[src/rtl/lpts_pkg.sv]
package lpts_pkg;
    typedef enum logic [1:0] {
        ST_IDLE   = 2'd0,
        ST_REDUCE = 2'd1,
        ST_REPORT = 2'd2
    } lpts_state_e;
endpackage

[src/rtl/lpts_elig.sv]
module lpts_elig #(
    parameter int NUM_CORES = 64,
    parameter int PRI_W     = 8
) (
    input  logic [NUM_CORES-1:0]       cand_mask,
    input  logic [NUM_CORES-1:0]       cand_rdy,
    input  logic [NUM_CORES*PRI_W-1:0] cand_pri,
    input  logic [PRI_W-1:0]           irq_pri,
    output logic [NUM_CORES-1:0]       elig
);
    for (genvar i = 0; i < NUM_CORES; i++) begin : g_core
        assign elig[i] = cand_mask[i] && cand_rdy[i] &&
                         (cand_pri[i*PRI_W +: PRI_W] < irq_pri);
    end
endmodule

[src/rtl/lpts_min_sel.sv]
module lpts_min_sel #(
    parameter int N     = 8,
    parameter int PRI_W = 8,
    parameter int IDX_W = 3
) (
    input  logic [N-1:0]       cand_vld,
    input  logic [N*PRI_W-1:0] cand_pri,
    output logic               any_vld,
    output logic [PRI_W-1:0]   best_pri,
    output logic [IDX_W-1:0]   best_idx
);
    always_comb begin
        any_vld  = 1'b0;
        best_pri = '1;
        best_idx = '0;
        for (int i = 0; i < N; i++) begin
            if (cand_vld[i] && (!any_vld || (cand_pri[i*PRI_W +: PRI_W] < best_pri))) begin
                any_vld  = 1'b1;
                best_pri = cand_pri[i*PRI_W +: PRI_W];
                best_idx = IDX_W'(i);
            end
        end
    end
endmodule

[src/rtl/lpts_ctrl.sv]
module lpts_ctrl
    import lpts_pkg::*;
(
    input  logic        clk,
    input  logic        rst,
    input  logic        req_valid,
    output logic        req_ready,
    output logic        load_s1,
    output logic        load_out,
    output lpts_state_e state_o
);
    lpts_state_e state_q, state_d;

    always_ff @(posedge clk) begin
        if (rst) state_q <= ST_IDLE;
        else     state_q <= state_d;
    end

    always_comb begin
        state_d = state_q;
        unique case (state_q)
            ST_IDLE:   if (req_valid) state_d = ST_REDUCE;
            ST_REDUCE: state_d = ST_REPORT;
            ST_REPORT: state_d = req_valid ? ST_REDUCE : ST_IDLE;
            default:   state_d = ST_IDLE;
        endcase
    end

    always_comb begin
        req_ready = 1'b0;
        load_out  = 1'b0;
        unique case (state_q)
            ST_IDLE:   req_ready = 1'b1;
            ST_REDUCE: load_out  = 1'b1;
            ST_REPORT: req_ready = 1'b1;
            default:   req_ready = 1'b0;
        endcase
        load_s1 = req_ready && req_valid;
    end

    assign state_o = state_q;

    AST_BUSY_AFTER_ACCEPT: assert property (@(posedge clk) disable iff (rst)
        (req_valid && req_ready) |=> !req_ready);
    AST_READY_RETURNS: assert property (@(posedge clk) disable iff (rst)
        !req_ready |=> req_ready);
endmodule

[src/rtl/lpri_target_sel.sv]
module lpri_target_sel
    import lpts_pkg::*;
#(
    parameter int NUM_CORES  = 64,
    parameter int PRI_W      = 8,
    parameter int GROUP_SIZE = 8
) (
    input  logic                          clk,
    input  logic                          rst,
    input  logic                          req_valid,
    output logic                          req_ready,
    input  logic [NUM_CORES-1:0]          req_mask,
    input  logic [PRI_W-1:0]              req_pri,
    input  logic [NUM_CORES*PRI_W-1:0]    core_pri_bus,
    input  logic [NUM_CORES-1:0]          core_rdy,
    output logic                          out_grant_valid,
    output logic                          out_miss,
    output logic [$clog2(NUM_CORES)-1:0]  out_core_id,
    output logic [NUM_CORES-1:0]          out_grant_vec
);
    localparam int ID_W     = $clog2(NUM_CORES);
    localparam int NUM_GRPS = NUM_CORES / GROUP_SIZE;
    localparam int LIDX_W   = (GROUP_SIZE > 1) ? $clog2(GROUP_SIZE) : 1;
    localparam int GIDX_W   = (NUM_GRPS > 1) ? $clog2(NUM_GRPS) : 1;

    logic        load_s1, load_out;
    lpts_state_e state;

    lpts_ctrl u_ctrl (
        .clk       (clk),
        .rst       (rst),
        .req_valid (req_valid),
        .req_ready (req_ready),
        .load_s1   (load_s1),
        .load_out  (load_out),
        .state_o   (state)
    );

    logic [NUM_CORES-1:0] elig;

    lpts_elig #(.NUM_CORES(NUM_CORES), .PRI_W(PRI_W)) u_elig (
        .cand_mask (req_mask),
        .cand_rdy  (core_rdy),
        .cand_pri  (core_pri_bus),
        .irq_pri   (req_pri),
        .elig      (elig)
    );

    // first comparison level: one winner per group
    logic [NUM_GRPS-1:0]        g_any;
    logic [NUM_GRPS*PRI_W-1:0]  g_pri;
    logic [NUM_GRPS*LIDX_W-1:0] g_lidx;

    for (genvar g = 0; g < NUM_GRPS; g++) begin : g_grp
        lpts_min_sel #(.N(GROUP_SIZE), .PRI_W(PRI_W), .IDX_W(LIDX_W)) u_min (
            .cand_vld (elig[g*GROUP_SIZE +: GROUP_SIZE]),
            .cand_pri (core_pri_bus[g*GROUP_SIZE*PRI_W +: GROUP_SIZE*PRI_W]),
            .any_vld  (g_any[g]),
            .best_pri (g_pri[g*PRI_W +: PRI_W]),
            .best_idx (g_lidx[g*LIDX_W +: LIDX_W])
        );
    end

    logic [NUM_GRPS-1:0]        s1_any;
    logic [NUM_GRPS*PRI_W-1:0]  s1_pri;
    logic [NUM_GRPS*LIDX_W-1:0] s1_lidx;
    logic [PRI_W-1:0]           s1_req_pri;

    always_ff @(posedge clk) begin
        if (rst) begin
            s1_any     <= '0;
            s1_pri     <= '0;
            s1_lidx    <= '0;
            s1_req_pri <= '0;
        end else if (load_s1) begin
            s1_any     <= g_any;
            s1_pri     <= g_pri;
            s1_lidx    <= g_lidx;
            s1_req_pri <= req_pri;
        end
    end

    // second comparison level: best group
    logic              s2_hit;
    logic [PRI_W-1:0]  s2_pri;
    logic [GIDX_W-1:0] s2_gidx;
    logic [LIDX_W-1:0] s2_lidx;
    logic [ID_W-1:0]   win_id;

    lpts_min_sel #(.N(NUM_GRPS), .PRI_W(PRI_W), .IDX_W(GIDX_W)) u_top_min (
        .cand_vld (s1_any),
        .cand_pri (s1_pri),
        .any_vld  (s2_hit),
        .best_pri (s2_pri),
        .best_idx (s2_gidx)
    );

    assign s2_lidx = s1_lidx[s2_gidx*LIDX_W +: LIDX_W];
    assign win_id  = ID_W'(s2_gidx) * ID_W'(GROUP_SIZE) + ID_W'(s2_lidx);

    always_ff @(posedge clk) begin
        if (rst) begin
            out_grant_valid <= 1'b0;
            out_miss        <= 1'b0;
            out_core_id     <= '0;
            out_grant_vec   <= '0;
        end else if (load_out) begin
            out_grant_valid <= s2_hit;
            out_miss        <= !s2_hit;
            out_core_id     <= s2_hit ? win_id : '0;
            out_grant_vec   <= s2_hit ? (NUM_CORES'(1) << win_id) : '0;
        end else begin
            out_grant_valid <= 1'b0;
            out_miss        <= 1'b0;
            out_core_id     <= '0;
            out_grant_vec   <= '0;
        end
    end

    AST_WINNER_BELOW_IRQ: assert property (@(posedge clk) disable iff (rst)
        (state == ST_REDUCE && s2_hit) |-> (s2_pri < s1_req_pri));
    AST_RESULT_TWO_AFTER: assert property (@(posedge clk) disable iff (rst)
        (req_valid && req_ready) |-> ##2 (out_grant_valid || out_miss));
    AST_NO_SPURIOUS_RESULT: assert property (@(posedge clk) disable iff (rst)
        (out_grant_valid || out_miss) |-> $past(req_valid && req_ready, 2));
    AST_GRANT_ONEHOT: assert property (@(posedge clk) disable iff (rst)
        out_grant_valid |-> ($countones(out_grant_vec) == 1 && out_grant_vec[out_core_id]));
    AST_MISS_EMPTY: assert property (@(posedge clk) disable iff (rst)
        out_miss |-> (out_grant_vec == '0 && out_core_id == '0));
    AST_GRANT_MISS_EXCL: assert property (@(posedge clk) disable iff (rst)
        !(out_grant_valid && out_miss));
    AST_RESET_CLEARS: assert property (@(posedge clk)
        rst |=> (!out_grant_valid && !out_miss && req_ready));
endmodule

[config.mk]
export PLATFORM = sky130hd
export DESIGN_NAME = lpri_target_sel
export DESIGN_NICKNAME = d
export VERILOG_FILES = /design/src/rtl/lpts_pkg.sv /design/src/rtl/lpts_elig.sv /design/src/rtl/lpts_min_sel.sv /design/src/rtl/lpts_ctrl.sv /design/src/rtl/lpri_target_sel.sv
export SDC_FILE = /design/constraint.sdc
export NUM_CORES = 2
export LEC_CHECK = 0
export BUFFER_PORTS_ARGS = -buffer_cell sky130_fd_sc_hd__buf_4
export CAP_MARGIN = 20
export CORE_MARGIN = 2
export CORE_UTILIZATION = 45
export DETAILED_ROUTE_END_ITERATION = 16
export HOLD_SLACK_MARGIN = 0.02
export PLACE_DENSITY = 0.67
export SYNTH_ARGS = -nofsm -noshare
export SYNTH_HDL_FRONTEND = slang
export SYNTH_SLANG_ARGS = --single-unit
export TNS_END_PERCENT = 10
[constraint.sdc]
create_clock -name clk -period 23.3 [get_ports clk]
set_input_delay 2.33 -clock clk [delete_from_list [all_inputs] [get_ports clk]]
set_output_delay 2.33 -clock clk [all_outputs]
set_load 0.05 [all_outputs]
Word-level counts from Yosys, hierarchy flattened:

Cells that the tools add are included.

* multiplexer cells: 211
* divide/modulo/power cells: 0
* shift-type cells: 2
* equality and inequality tests: 3
* bitwise gates (word level): 2
* $add $sub $neg: 1
* $mul: 1
* order comparisons: 127
* reduce and logical (&&, ||, !) cells: 323

Operator list (count)
* < comparator 8 bit: 127
* two-way mux 8 bit: 71
* logical AND 1 bit: 192
* two-way mux 3 bit: 36
* two-way mux 1 bit: 84
* zero test 1 bit: 64
* left shift 1 x 6 -> 64 bit, first input constant: 1
* logical OR 1 bit: 63
* two-way mux 2 bit: 19
* indexed part select 24 x 6 -> 3 bit: 1
* adder 6 x 3 -> 6 bit: 1
* one-hot mux 2 bit (3 select lines): 1
* multiplier 3 x 2 -> 5 bit, second input constant: 1
* OR reduction 2 bit: 2
* OR reduction 3 bit: 1
* equality test 2 x 1 -> 1 bit, second input constant: 1
* equality test 2 bit, second input constant: 1
* zero test 2 bit: 1
* inequality test 2 bit, second input constant: 1
* inverter 1 bit: 2

* bits of input ports: 651
* memories kept: 0
* bits in latches: 0
* register bits after elaboration: 170
* memory bits (read-only): 0
* logic and storage cells: 678
* RAM bits: 0
* output and inout port bits: 73

Depth between registers and ports, before layout:

* word-level depth: 33
* mapped depth: 93
* depth with buffers taken out: 86

Hierarchy:

A second synthesis with hierarchy kept.

* cell total of the unflattened synthesis: 4856
* area total of the unflattened synthesis: 39395.3 um^2

Modules (own cells, without submodules)
* lpts_min_sel at g_grp[0].u_min ...: area each 2548.7 um^2, instances 8, seq. area each 0.0 um^2, cells an instance 344
* lpts_elig: area each 10877.9 um^2, instances 1, seq. area each 0.0 um^2, cells an instance 1230
* lpri_target_sel: area each 5654.2 um^2, instances 1, seq. area each 3363.2 um^2, cells an instance 523
* lpts_min_sel at u_top_min: area each 2397.3 um^2, instances 1, seq. area each 0.0 um^2, cells an instance 344
* lpts_ctrl: area each 76.3 um^2, instances 1, seq. area each 40.0 um^2, cells an instance 7

Worst setup path before layout:

OpenSTA, ideal clock, no wires.

* path type: input -> register
* start point: input port req_pri[6]
* end point: register s1_pri[22]
* stages on the path: 82
* required time: 23.205 ns
* library setup time: 0.095 ns
* setup slack: 4.495 ns
* data arrival time: 18.709 ns
* buffers on the path: 7
* cell sequence: inv_1 > ha_1 > and3_1 > nor2b_1 > nor4_2 > nand2_1 > nor2_1 > ha_1 > a21o_1 > a21o_1 > a21oi_1 > nand2_1 > a211oi_1 > o21a_1 > nor2_1 > clkbuf_1 > a21oi_1 > inv_1 > [46 not listed] > a21o_1 > a21o_1 > a21oi_1 > and3_1 > nand2_1 > a211oi_1 > nor3_2 > mux2i_1 > ha_1 > a21o_1 > a21o_1 > a2111oi_0 > nor2b_1 > or3b_1 > o211ai_2 > buf_2 > nand4_1 > o311ai_1

* cells in the longest elaborated chain, start to end: 31
* elaborated cells between the ends (all ways): 59
* classes of those cells: 15 x order compare; 15 x mux; 29 x reduce/logical

RTL lines
* start, declared: RTL line lpri_target_sel.sv:13 `input logic [PRI_W-1:0] req_pri,`
* < comparator 8 bit: RTL line lpts_elig.sv:13 `(cand_pri[i*PRI_W +: PRI_W] < irq_pri);`
* logical AND 1 bit: RTL line lpts_elig.sv:12 `assign elig[i] = cand_mask[i] && cand_rdy[i] &&`
* two-way mux 8 bit / two-way mux 1 bit (equally long branches): RTL line lpts_min_sel.sv:17 `if (cand_vld[i] && (!any_vld || (cand_pri[i*PRI_W +: PRI_W] < best_pri))) begin`
* < comparator 8 bit / zero test 1 bit (equally long branches): RTL line lpts_min_sel.sv:17
* logical OR 1 bit: RTL line lpts_min_sel.sv:17
* logical AND 1 bit: RTL line lpts_min_sel.sv:17
* two-way mux 8 bit / two-way mux 1 bit (equally long branches): RTL line lpts_min_sel.sv:17
* < comparator 8 bit / zero test 1 bit (equally long branches): RTL line lpts_min_sel.sv:17
* [15 not listed]
* < comparator 8 bit / zero test 1 bit (equally long branches): RTL line lpts_min_sel.sv:17
* logical OR 1 bit: RTL line lpts_min_sel.sv:17
* logical AND 1 bit: RTL line lpts_min_sel.sv:17
* two-way mux 8 bit / two-way mux 1 bit (equally long branches): RTL line lpts_min_sel.sv:17
* < comparator 8 bit / zero test 1 bit (equally long branches): RTL line lpts_min_sel.sv:17
* logical OR 1 bit: RTL line lpts_min_sel.sv:17
* logical AND 1 bit: RTL line lpts_min_sel.sv:17
* two-way mux 8 bit *: RTL line lpts_min_sel.sv:17
* end signal, assigned: RTL line lpri_target_sel.sv:77 `s1_pri <= g_pri;`
* end, declared: RTL line lpri_target_sel.sv:65 `logic [NUM_GRPS*PRI_W-1:0] s1_pri;`

Mark *: on every way between the ends. The rest lies on a longest branch, timed or not.
A chain may end at the register's enable or synchronous reset.

Worst setup path in the final report:

* start point: input port req_pri[5]
* end point: register s1_pri[44]

Same word-level chain as after synthesis.

==> impl_results.md <==
- Status: complete, no violations
- Critical path depth: 75
- Final setup viols: 0
- Die Wd: 287 um
- CTS tree: built
- Ys flop type: dfxtp_1
- CP startpoint: req_pri[5]
- Vias in the first global route: 36596
- Die Area: 0.0821 mm^2
- Crit Path Max Fanout: 24
- Cells after Synth: 4711
- Area of the core: 0.0790 mm^2
- Avg WL per Cell: 20.7 um
- # port buffers: 723
- Area growth syn-to-layout: 20.2%
- Tcrit/Tclk final: 84.4%
- Post-synthesis sequential area ratio: 9.47%
- Global-route wire length before repair: 205000 um
- Post-synth EDFFs: 0
- Final wirelength: 134000 um
- Filler cells: 7691
- Post-CTS sizing: 0
- Initial detailed-routing violation count: 2206
- Max VDD drop: 0.0439 mV
- Minimum clock period: 19650 ps
- Cts hold-fix bufs: 0
- Final core occ: 54.6%
- Reg2reg start: s1_any[0]
- Maximum Capacitance Violations: 0
- Antenna violations before repair: 26
- GPL Wtd Cong: 0.950
- Hold Vio Cnt, Final: 0
- Final ANT Viol Nets: 0
- Total gr overflow: 0
- Synth warn: 0
- CP Capture Type: flop
- Critical path arrival: 19990 ps
- Setup Skew: 15.9 ps
- Critical Path Start Type: input pin
- Via density: 5.92
- Largest family of logic cells by synthesized area: compound AO/OA/AOI/OAI gates
- Internal reg-to-reg setup slack: 6200 ps
- Share of cells above drive strength 1: 18.5%
- Top cell by count, worst path: a21o_1
- Drc violations: 0
- Tightest Pin Transition: 1030 ps
- Post-Synth XOR/XNOR Area: 0.293%
- Synth area leaders: ha_1 28%, dfxtp_1 9.5%, a21o_1 5.4%
- Post-route setup TNS: 0 ps
- Worst min-delay path category: reg -> reg
- Synth cell types: 123
- Vias: 38251
- R2R cell count: 64
- Synth top area share: 28.5%
- Compound-Gate Fraction of Synth Area: 29.2%
- Pwr dens: 46.4 mW/mm^2
- Clock Tree Buf Depth: 2
- DRT Pass-1 Iters: 5
- Multi-input gate area: 0.0307 mm^2
- Hold WS: 427 ps
- Post-Synth Adder-Cell Area: 29.0%
- Slowest cell on the critical path: o41a_1
- Dpl cell area: 0.0425 mm^2
- Reg-to-reg endpoint: out_grant_vec[21]
- Htree depth: 4
- Clk Latency, worst-skew pair: 450 ps
- Syn Std Cell Area: 0.0359 mm^2
- Pin count of the biggest net entering global routing: 87
- Post-synthesis async set-or-reset flop share: 0%
- Mapped Nets: 6179
- Final instance area: 0.0432 mm^2
- Synth Area in Simple Gates: 19.9%
- Worst slack at placement: 3460 ps
- Clk slew on worst S/H paths: 70 ps
- Cts bufs inserted: 17
- Avg Cell Area, Syn: 7.63 um^2
- Mux contribution to synthesized area: 6.88%
- Final layout net count: 6849
- Largest stage delay on the critical path: 860 ps
- Upper clock frequency limit: 50.9 MHz
- Seq. cell area: 0.00340 mm^2
- I/O Pins: 724
- Slew headroom: 31.4%
- WP buf/inv: 8
- Setup bufs post-CTS: 0
- Post-route setup slack: 3650 ps
- RSZ-0062 raised after global routing: false
- Row Count: 103
- CP Data Required Time: 23630 ps
- Post-DP HPWL: 112000 um
- Yosys reg bits: 170
- Critical Path End: s1_pri[44]
- Clock Sinks: 170
- Global-route usage over all layers: 31.3%
- Pleak: 22.5 nW
- Initial Util: 45.5%
- Critical path's top delay family: compound AO/OA/AOI/OAI gates
- Yosys top cell by area: ha_1
- WHS Path Cells: 1
- Max-slew violations: 0
- DIE HEIGHT: 287 um
- Setup Crit Path Kind: in -> reg
- Root buf cell: clkbuf_16
[worst register-to-register path, delay by kind of cell, from the launching register on]
kind,cells,cell delay (ps)
mux,3,1080
fa+ha+maj,7,2060
flops,1,540
buf+inv,3,660
compound gates,35,8580
simple gates,16,4100
[cell usage in the layout, fill, tap and decap left out, types with 70 or more instances in the layout]
master and instances:
ha_1 817, buf_4 760, a21oi_1 381, o21ai_0 363
inv_1 362, nor2_1 348, nand2_1 333, a21o_1 258
dfxtp_1 170, mux2i_1 131, nand2b_1 128, nor2b_1 127
nand3_1 100, mux2_2 81, nor3_1 70
[Yosys cell counts, types with 13 or more instances]
library cell    n
ha_1          817
a21oi_1       381
inv_1         370
o21ai_0       363
nor2_1        349
nand2_1       334
a21o_1        258
dfxtp_1       170
mux2i_1       131
nand2b_1      128
nor2b_1       128
nand3_1       100
clkbuf_1       84
mux2_2         81
nor3_1         71
nand4_1        62
o21a_1         57
a31oi_1        56
a211oi_1       43
o211ai_1       40
and2_1         38
and3_1         32
o21ai_1        28
or2_2          26
a211o_1        25
o22ai_1        25
or3_1          23
and4b_1        21
maj3_1         19
buf_2          17
o31ai_1        17
nand3b_1       16
mux2_4         15
o2111ai_1      15
a32oi_1        14
a41oi_1        14
a21boi_0       13
and4_1         13
nor3b_1        13
o221ai_1       13
o311ai_1       13
[power by group]
group	total, mW	internal (mW)	leakage [nW]	switching [mW]
registers	0.351	0.318	1.39	0.0333
logic	1.36	0.575	20.8	0.782
clock network	0.296	0.157	0.298	0.139
total	2.00	1.05	22.5	0.954
[layout make-up]
| type | instances | share of cell area (%) |
|---|---|---|
| multi-input cells | 4061 | 71.1 |
| repair buffers | 760 | 13.2 |
| flip-flops and latches | 170 | 7.88 |
| inverters | 371 | 3.26 |
| well taps | 1050 | 3.04 |
| clock buffers | 18 | 1.02 |
| clock inverters | 14 | 0.406 |
| diodes | 19 | 0.110 |
[per-stage QoR]
step | cells | total power, mW
after floorplan | 4711 | 1.28
after global placement | 6411 | 1.67
after detailed placement | 6411 | 1.70
after CTS | 6443 | 2.00
after global routing | 6460 | 2.20
final | 6463 | 2.00
[worst min path at each step]
stage                           start       end
floorplan           u_ctrl.state_o[1]  out_miss
global placement    u_ctrl.state_o[1]  out_miss
detailed placement  u_ctrl.state_o[1]  out_miss
CTS                 u_ctrl.state_o[1]  out_miss
global route        u_ctrl.state_o[1]  out_miss
finish              u_ctrl.state_o[1]  out_miss
[state kept, by name (all words and copies together), names as in the netlist]
register         cells
out_miss             1
s1_any               8
out_grant_valid      1
u_ctrl.state_o       2
s1_pri              64
out_core_id          6
s1_lidx             24
out_grant_vec       64
[logic make-up (layout without fill, tap and decap cells)]
family / after synthesis / count (layout)
mux: 229 / 229
buf+inv: 480 / 1163
simple gates: 1409 / 1409
compound gates: 1573 / 1573
flops: 170 / 170
fa+ha+maj: 838 / 838
xor+xnor: 12 / 12
other cells: 0 / 19
[routing by layer]
metal	global-route usage [%]	share of wire, %	vias to the layer above
li1	-	-	18954
met1	38.1	42	17832
met2	55.6	49	1218
met3	4.46	6.3	231
met4	11.3	3.4	16
met5	0	0.089	-
(Power assumes the default switching activity.)
